===== config.mk =====
export PLATFORM = sky130hd
export DESIGN_NAME = sp_fmul
export DESIGN_NICKNAME = d
export VERILOG_FILES = /design/src/rtl/fmul_pkg.sv /design/src/rtl/fmul_unpack.sv /design/src/rtl/fmul_sigmul.sv /design/src/rtl/fmul_round.sv /design/src/rtl/sp_fmul.sv
export SDC_FILE = /design/constraint.sdc
export NUM_CORES = 2
export LEC_CHECK = 0
export BUFFER_PORTS_ARGS = -buffer_cell sky130_fd_sc_hd__buf_4
export CAP_MARGIN = 20
export CELL_PAD_IN_SITES_DETAIL_PLACEMENT = 1
export CELL_PAD_IN_SITES_GLOBAL_PLACEMENT = 2
export CORE_MARGIN = 2
export CORE_UTILIZATION = 37
export CTS_CLUSTER_SIZE = 16
export DETAILED_ROUTE_END_ITERATION = 8
export PLACE_DENSITY_LB_ADDON = 0.25
export SETUP_SLACK_MARGIN = 0.15
export SYNTH_ARGS = -nofsm -noshare
export SYNTH_HDL_FRONTEND = slang
export SYNTH_SLANG_ARGS = --single-unit

===== constraint.sdc =====
create_clock -name clk -period 8 [get_ports clk]
set_input_delay 0.8 -clock clk [delete_from_list [all_inputs] [get_ports clk]]
set_output_delay 0.8 -clock clk [all_outputs]
set_load 0.03 [all_outputs]

===== src/rtl/fmul_pkg.sv =====
package fmul_pkg;

  typedef enum logic [1:0] {
    RM_NEAR = 2'b00,
    RM_ZERO = 2'b01,
    RM_UP   = 2'b10,
    RM_DOWN = 2'b11
  } rmode_e;

  typedef struct packed {
    logic is_zero;
    logic is_inf;
    logic is_nan;
  } opclass_t;

endpackage


===== src/rtl/fmul_unpack.sv =====
module fmul_unpack #(
  parameter int EXP_W  = 8,
  parameter int FRAC_W = 23
) (
  input  logic [EXP_W+FRAC_W:0] word,
  output logic                  sign,
  output logic [EXP_W-1:0]      exp_f,
  output logic [FRAC_W:0]       sig,
  output fmul_pkg::opclass_t    cls
);
  localparam int W = 1 + EXP_W + FRAC_W;

  logic [FRAC_W-1:0] frac;
  logic exp_ones, exp_nil, frac_nz;

  assign sign     = word[W-1];
  assign exp_f    = word[W-2:FRAC_W];
  assign frac     = word[FRAC_W-1:0];
  assign exp_ones = &exp_f;
  assign exp_nil  = ~|exp_f;
  assign frac_nz  = |frac;

  // subnormals flush: zero exponent field means the value is zero
  assign sig         = exp_nil ? '0 : {1'b1, frac};
  assign cls.is_zero = exp_nil;
  assign cls.is_inf  = exp_ones & ~frac_nz;
  assign cls.is_nan  = exp_ones & frac_nz;
endmodule


===== src/rtl/fmul_sigmul.sv =====
module fmul_sigmul #(
  parameter int SIG_W = 24
) (
  input  logic [SIG_W-1:0]   a,
  input  logic [SIG_W-1:0]   b,
  output logic [2*SIG_W-1:0] prod
);
  assign prod = {{SIG_W{1'b0}}, a} * {{SIG_W{1'b0}}, b};
endmodule


===== src/rtl/fmul_round.sv =====
module fmul_round #(
  parameter int EXP_W  = 8,
  parameter int FRAC_W = 23
) (
  input  logic                          sign,
  input  logic signed [EXP_W+1:0]       exp_sum,
  input  logic [2*(FRAC_W+1)-1:0]       prod,
  input  fmul_pkg::rmode_e              mode,
  output logic [EXP_W+FRAC_W:0]         word,
  output logic                          ovf,
  output logic                          udf
);
  import fmul_pkg::*;

  localparam int SIG_W  = FRAC_W + 1;
  localparam int PROD_W = 2 * SIG_W;
  localparam int XW     = EXP_W + 2;
  localparam logic signed [XW-1:0] EXP_TOP = XW'((1 << EXP_W) - 1);
  localparam logic signed [XW-1:0] EXP_ONE = XW'(1);

  logic                    top;
  logic [PROD_W-1:0]       norm;
  logic [SIG_W-1:0]        mant;
  logic                    g_bit, r_bit, s_bit, inexact, inc;
  logic [SIG_W:0]          mant_r;
  logic                    carry;
  logic signed [XW-1:0]    exp_n, exp_f;
  logic [FRAC_W-1:0]       frac_f;
  logic                    to_inf;

  // product of two 1.x significands lies in [1,4): top bit marks >= 2
  assign top   = prod[PROD_W-1];
  assign norm  = top ? prod : (prod << 1);
  assign mant  = norm[PROD_W-1 -: SIG_W];
  assign g_bit = norm[PROD_W-1-SIG_W];
  assign r_bit = norm[PROD_W-2-SIG_W];
  assign s_bit = |norm[PROD_W-3-SIG_W:0];
  assign inexact = g_bit | r_bit | s_bit;
  assign exp_n = exp_sum + XW'(top);

  always_comb begin
    unique case (mode)
      RM_NEAR: inc = g_bit & (r_bit | s_bit | mant[0]);
      RM_ZERO: inc = 1'b0;
      RM_UP:   inc = ~sign & inexact;
      RM_DOWN: inc = sign & inexact;
      default: inc = 1'b0;
    endcase
  end

  assign mant_r = {1'b0, mant} + (SIG_W+1)'(inc);
  assign carry  = mant_r[SIG_W];
  // on carry-out the significand is exactly 10.000..., fraction becomes zero
  assign frac_f = carry ? '0 : mant_r[FRAC_W-1:0];
  assign exp_f  = exp_n + XW'(carry);

  assign to_inf = (mode == RM_NEAR) | ((mode == RM_UP) & ~sign) |
                  ((mode == RM_DOWN) & sign);

  always_comb begin
    ovf  = 1'b0;
    udf  = 1'b0;
    word = {sign, exp_f[EXP_W-1:0], frac_f};
    if (exp_f >= EXP_TOP) begin
      ovf  = 1'b1;
      word = to_inf ? {sign, {EXP_W{1'b1}}, {FRAC_W{1'b0}}}
                    : {sign, {(EXP_W-1){1'b1}}, 1'b0, {FRAC_W{1'b1}}};
    end else if (exp_f < EXP_ONE) begin
      udf  = 1'b1;
      word = {sign, {(EXP_W+FRAC_W){1'b0}}};
    end
  end
endmodule


===== src/rtl/sp_fmul.sv =====
module sp_fmul #(
  parameter int EXP_W  = 8,
  parameter int FRAC_W = 23
) (
  input  logic                   clk,
  input  logic                   rst,
  input  logic                   in_valid,
  input  logic [EXP_W+FRAC_W:0]  op_a,
  input  logic [EXP_W+FRAC_W:0]  op_b,
  input  logic [1:0]             rnd_mode,
  output logic                   out_valid,
  output logic [EXP_W+FRAC_W:0]  result,
  output logic                   ovf_flag,
  output logic                   udf_flag
);
  import fmul_pkg::*;

  localparam int W      = 1 + EXP_W + FRAC_W;
  localparam int SIG_W  = FRAC_W + 1;
  localparam int PROD_W = 2 * SIG_W;
  localparam int XW     = EXP_W + 2;
  localparam int BIAS   = (1 << (EXP_W - 1)) - 1;
  localparam logic [W-1:0]   QNAN     = {1'b0, {EXP_W{1'b1}}, 1'b1, {(FRAC_W-1){1'b0}}};
  localparam logic [W-2:0]   INF_MAG  = {{EXP_W{1'b1}}, {FRAC_W{1'b0}}};
  localparam logic [W-2:0]   MAXF_MAG = {{(EXP_W-1){1'b1}}, 1'b0, {FRAC_W{1'b1}}};

  // ---------------- operand unpack (one per operand) ----------------
  logic [W-1:0]      op_w  [2];
  logic              sgn_u [2];
  logic [EXP_W-1:0]  exp_u [2];
  logic [SIG_W-1:0]  sig_u [2];
  opclass_t          cls_u [2];

  assign op_w[0] = op_a;
  assign op_w[1] = op_b;

  for (genvar gi = 0; gi < 2; gi++) begin : g_unpack
    fmul_unpack #(.EXP_W(EXP_W), .FRAC_W(FRAC_W)) u_unp (
      .word  (op_w[gi]),
      .sign  (sgn_u[gi]),
      .exp_f (exp_u[gi]),
      .sig   (sig_u[gi]),
      .cls   (cls_u[gi])
    );
  end

  logic [PROD_W-1:0] prod_d;
  fmul_sigmul #(.SIG_W(SIG_W)) u_mul (
    .a    (sig_u[0]),
    .b    (sig_u[1]),
    .prod (prod_d)
  );

  logic signed [XW-1:0] exp_sum_d;
  logic                 nan_d, inf_d, zero_d;

  assign exp_sum_d = XW'(exp_u[0]) + XW'(exp_u[1]) - XW'(BIAS);
  assign nan_d  = cls_u[0].is_nan | cls_u[1].is_nan |
                  (cls_u[0].is_zero & cls_u[1].is_inf) |
                  (cls_u[0].is_inf & cls_u[1].is_zero);
  assign inf_d  = cls_u[0].is_inf | cls_u[1].is_inf;
  assign zero_d = cls_u[0].is_zero | cls_u[1].is_zero;

  // ---------------- stage 1 registers ----------------
  logic                 s1_valid, s1_sign, s1_nan, s1_inf, s1_zero;
  logic signed [XW-1:0] s1_exp;
  logic [PROD_W-1:0]    s1_prod;
  rmode_e               s1_mode;

  always_ff @(posedge clk) begin
    if (rst) begin
      s1_valid <= 1'b0;
      s1_sign  <= 1'b0;
      s1_nan   <= 1'b0;
      s1_inf   <= 1'b0;
      s1_zero  <= 1'b0;
      s1_exp   <= '0;
      s1_prod  <= '0;
      s1_mode  <= RM_NEAR;
    end else begin
      s1_valid <= in_valid;
      if (in_valid) begin
        s1_sign <= sgn_u[0] ^ sgn_u[1];
        s1_nan  <= nan_d;
        s1_inf  <= inf_d;
        s1_zero <= zero_d;
        s1_exp  <= exp_sum_d;
        s1_prod <= prod_d;
        s1_mode <= rmode_e'(rnd_mode);
      end
    end
  end

  // ---------------- stage 2: round, special select ----------------
  logic [W-1:0] rnd_word;
  logic         rnd_ovf, rnd_udf;

  fmul_round #(.EXP_W(EXP_W), .FRAC_W(FRAC_W)) u_rnd (
    .sign    (s1_sign),
    .exp_sum (s1_exp),
    .prod    (s1_prod),
    .mode    (s1_mode),
    .word    (rnd_word),
    .ovf     (rnd_ovf),
    .udf     (rnd_udf)
  );

  logic [W-1:0] res_d;
  logic         ovf_d, udf_d;

  always_comb begin
    ovf_d = 1'b0;
    udf_d = 1'b0;
    if (s1_nan)       res_d = QNAN;
    else if (s1_inf)  res_d = {s1_sign, INF_MAG};
    else if (s1_zero) res_d = {s1_sign, {(W-1){1'b0}}};
    else begin
      res_d = rnd_word;
      ovf_d = rnd_ovf;
      udf_d = rnd_udf;
    end
  end

  always_ff @(posedge clk) begin
    if (rst) begin
      out_valid <= 1'b0;
      result    <= '0;
      ovf_flag  <= 1'b0;
      udf_flag  <= 1'b0;
    end else begin
      out_valid <= s1_valid;
      ovf_flag  <= s1_valid & ovf_d;
      udf_flag  <= s1_valid & udf_d;
      if (s1_valid) result <= res_d;
    end
  end

  // ---------------- assertions ----------------
  logic [1:0] warm;
  always_ff @(posedge clk) begin
    if (rst) warm <= 2'd0;
    else if (warm != 2'd2) warm <= warm + 2'd1;
  end

  p_latency_r12: assert property (@(posedge clk) disable iff (rst)
    (warm == 2'd2) |-> (out_valid == $past(in_valid, 2)));

  p_flags_qual_r12: assert property (@(posedge clk) disable iff (rst)
    !out_valid |-> (!ovf_flag && !udf_flag));

  p_sign_r1: assert property (@(posedge clk) disable iff (rst)
    (warm == 2'd2 && out_valid && result != QNAN) |->
      (result[W-1] == $past(op_a[W-1] ^ op_b[W-1], 2)));

  p_nan_canon_r7: assert property (@(posedge clk) disable iff (rst)
    (out_valid && (&result[W-2:FRAC_W]) && (|result[FRAC_W-1:0])) |->
      (result == QNAN));

  p_ovf_sat_r9: assert property (@(posedge clk) disable iff (rst)
    (out_valid && ovf_flag) |->
      (result[W-2:0] == INF_MAG || result[W-2:0] == MAXF_MAG));

  p_udf_zero_r10: assert property (@(posedge clk) disable iff (rst)
    (out_valid && udf_flag) |-> (result[W-2:0] == '0 && !ovf_flag));

  p_stage_r12: assert property (@(posedge clk) disable iff (rst)
    out_valid |-> $past(s1_valid));
endmodule


==> out/results.txt <==
status: finished, final reports clean
Nets: 3780
storage element area: 2003 µm²
Total GRT Usage: 25.58%
worst slew pin tran: 0.9718 ns
area of the multi-input gates: 20620 µm²
Synth Warn #: 0
Max-Slew Margin vs Limit: 35.21%
Worst Hold Class: reg -> reg
Die X: 263.3 µm
design area: 29010 µm²
initial antenna violation count: 1
FP Rows: 95
Avg Cell Area, Syn: 8.636 µm²
Iter 0 DRT Violations: 1119
Final Routed Wirelength: 87.76 mm
Fill cells: 7793
#FFs+latches synth: 100
DR WL/cell: 22.43 µm
kind of critical path: in -> reg
Post-CTS Hold Buffers: 0
Yosys top cell area share: 38.96%
drt drc: 0
GPL Wtd Cong: 0.9012
Core Region: 66800 µm²
area delta synth->final: 16.66%
Max Slew Vio Count: 0
CP arrival: 8.23 ns
Placed Instances: 3874
Fin Clk Skew: 0.008320 ns
post-synthesis cell area: 24870 µm²
Post-DRT Antenna Nets: 0
Reg clk slew, reported paths: 0.07 ns
sequential cell area fraction in the yosys report: 8.049%
fmax: 0.1257 GHz
clk buf depth: 2
Remaining Overflow, GRT: 0
placed cell areas: 27730 µm²
Required @ worst endpoint: 8.27 ns
Syn Inst Count: 2880
Initial DRT Pass Iterations: 5
Post-Layout Cell Count: 3912
initial core utilization: 37.23%
first-pass GRT wire length: 137.5 mm
WHS Path Cells: 2
Post-synth EDFFs: 0
CTS tree: done
Sink Count: 100
Ant. Diodes: 0
Clock Latency Late Sink: 0.35 ns
vias post-DR: 21260
dominant synthesized flop cell: dfxtp_1
# setup viols final: 0
asr flop ratio synth: 0%
Ports: 104
final hold violation count: 0
Synth area leaders: fa_1, ha_1, inv_1
number of port buffers: 103
syn nets: 3626
Cell variety after synth: 78
area leader, netlist: fa_1
Die Span Y: 263.3 µm
RSZ-0062 raised after global routing: true
r2r worst-path depth: 24
Worst setup SP type: primary input
Critical Path Max Stage Delay: 0.59 ns
Die ar.: 69310 µm²
critical path's slowest cell: fa_1
Critical Path Fanout Max: 12
cell mode on critical path: fa_1
via density per instance: 5.434
total CTS buffers: 9
CTS Root Cell: clkbuf_16
crit end category: register
DP HPWL: 70.27 mm
crit path time final: 7.956 ns
number of global-route vias before repair: 23720
largest net degree at the start of global routing: 76
fin crit share: 99.46%
proportion of layout cells with a drive suffix above 1: 16.72%
max_cap viols: 0
# H-tree levels: 3
[layout make-up]
| cell class | instances | area share [%] |
|---|---|---|
| Multi-Input combinational cell | 2023 | 71.07 |
| Timing Repair Buffer | 339 | 9.901 |
| Inverter | 561 | 7.258 |
| Sequential cell | 100 | 6.904 |
| Tap cell | 873 | 3.765 |
| Clock buffer | 12 | 0.8495 |
| Clock inverter | 4 | 0.2501 |
[worst paths after layout]
check	startpoint	slack [ns]	end
setup / recovery	op_a[23]	0.04	s1_prod[47]
hold / removal	result[11]	0.45	result[11]
setup reg to reg	s1_mode[1]	1.82	result[14]
hold reg to reg	result[11]	0.45	result[11]
[cells in the mapped netlist, drive strengths merged, types with 20 or more instances]
cell type and instances:
o21ai 61, xor2 26, dfxtp 100, and2 40, nand3 47, a211oi 21
nor2 98, ha 193, a21oi 85, nor3 29, clkbuf 176, buf 20
nand2 315, and3 299, nand4 27, fa 484, mux2i 46, inv 561
xnor2 33, a21o 30
[worst max-delay path: cells and delay by family]
| family | cells | cell delay (ns) |
|---|---|---|
| AOI/OAI and AO/OA | 4 | 0.86 |
| buffers and inverters | 9 | 0.81 |
| and+or+nand+nor | 7 | 1.83 |
| adders and majority gates | 8 | 3.92 |
[flip-flops by register name (all words and copies together) (netlist names)]
signal	flops
out_valid	1
ovf_flag	1
result	32
s1_exp	10
s1_inf	1
s1_mode	2
s1_nan	1
s1_prod	48
s1_sign	1
s1_valid	1
s1_zero	1
udf_flag	1
[per-layer routing]
metal | global-route usage (%) | share of wire, % | vias to the layer above | routed length, µm
met4 | 6.764 | 3.0 | 0 | 2637
met3 | 2.207 | 4.2 | 125 | 3650
met2 | 46.30 | 51 | 499 | 45170
met1 | 32.72 | 41 | 11170 | 36300
met5 | 0 | 0 | - | 0
li1 | - | - | 9464 | -
[cells by family after synthesis]
family,Yosys count,share of synthesized area [%]
AOI/OAI and AO/OA,302,8.019
muxes,52,2.123
adders and majority gates,677,48.67
buffers and inverters,757,11.57
xor gates and xnor gates,59,2.078
DFF,100,8.049
and+or+nand+nor,933,19.49
[per-stage QoR]
stage,TNS (ns),setup WS (ns),util [%],hold WS [ns]
after floorplan,0,0.1536,-,0.4412
after global placement,-9.613,-0.5626,41.50,0.4419
after detailed placement,-11.91,-0.7146,41.52,0.4494
after CTS,0,0.06276,42.87,0.4589
after global routing,-0.5789,-0.1218,43.43,0.4847
final,0,0.04357,43.43,0.4536
[placed cells by master (no fill, tap or decap), types with 8 or more instances in the layout]
cell type  Yosys  routed
a211oi_1      21      16
a21o_1        30      30
a21oi_1       84      73
a21oi_2        1      11
a311oi_1      11       9
a31oi_1       18      13
and2_1        40      24
and2_2         0      10
and3_1       299     286
and3_4         0      13
buf_12         0      12
buf_4          2     306
buf_6          2      14
clkbuf_16      0       9
dfxtp_1      100      99
fa_1         484     473
fa_2           0      11
ha_1         193     178
ha_4           0      15
inv_1        561     544
inv_2          0      17
mux2i_1       46      46
nand2_1      314     312
nand3_1       46      42
nand4_1       26      26
nor2_1        96      93
nor2b_1       15      15
nor3_1        25      24
nor4_1        17      17
o211ai_1      11      11
o21a_1         9       9
o21ai_0       57      46
o21ai_1        2      10
or3_1          8       8
xnor2_1       33      33
xor2_1        26      24
[timing repair]
item	in CTS	in global routing
pin swaps	65	43
setup buffers	10	8
setup endpoints to repair	25	27
resized for setup	98	77
cloned	4	0
Power is not shown: default switching activity piles up to over one toggle a cycle in this logic, so the estimate is an artifact.
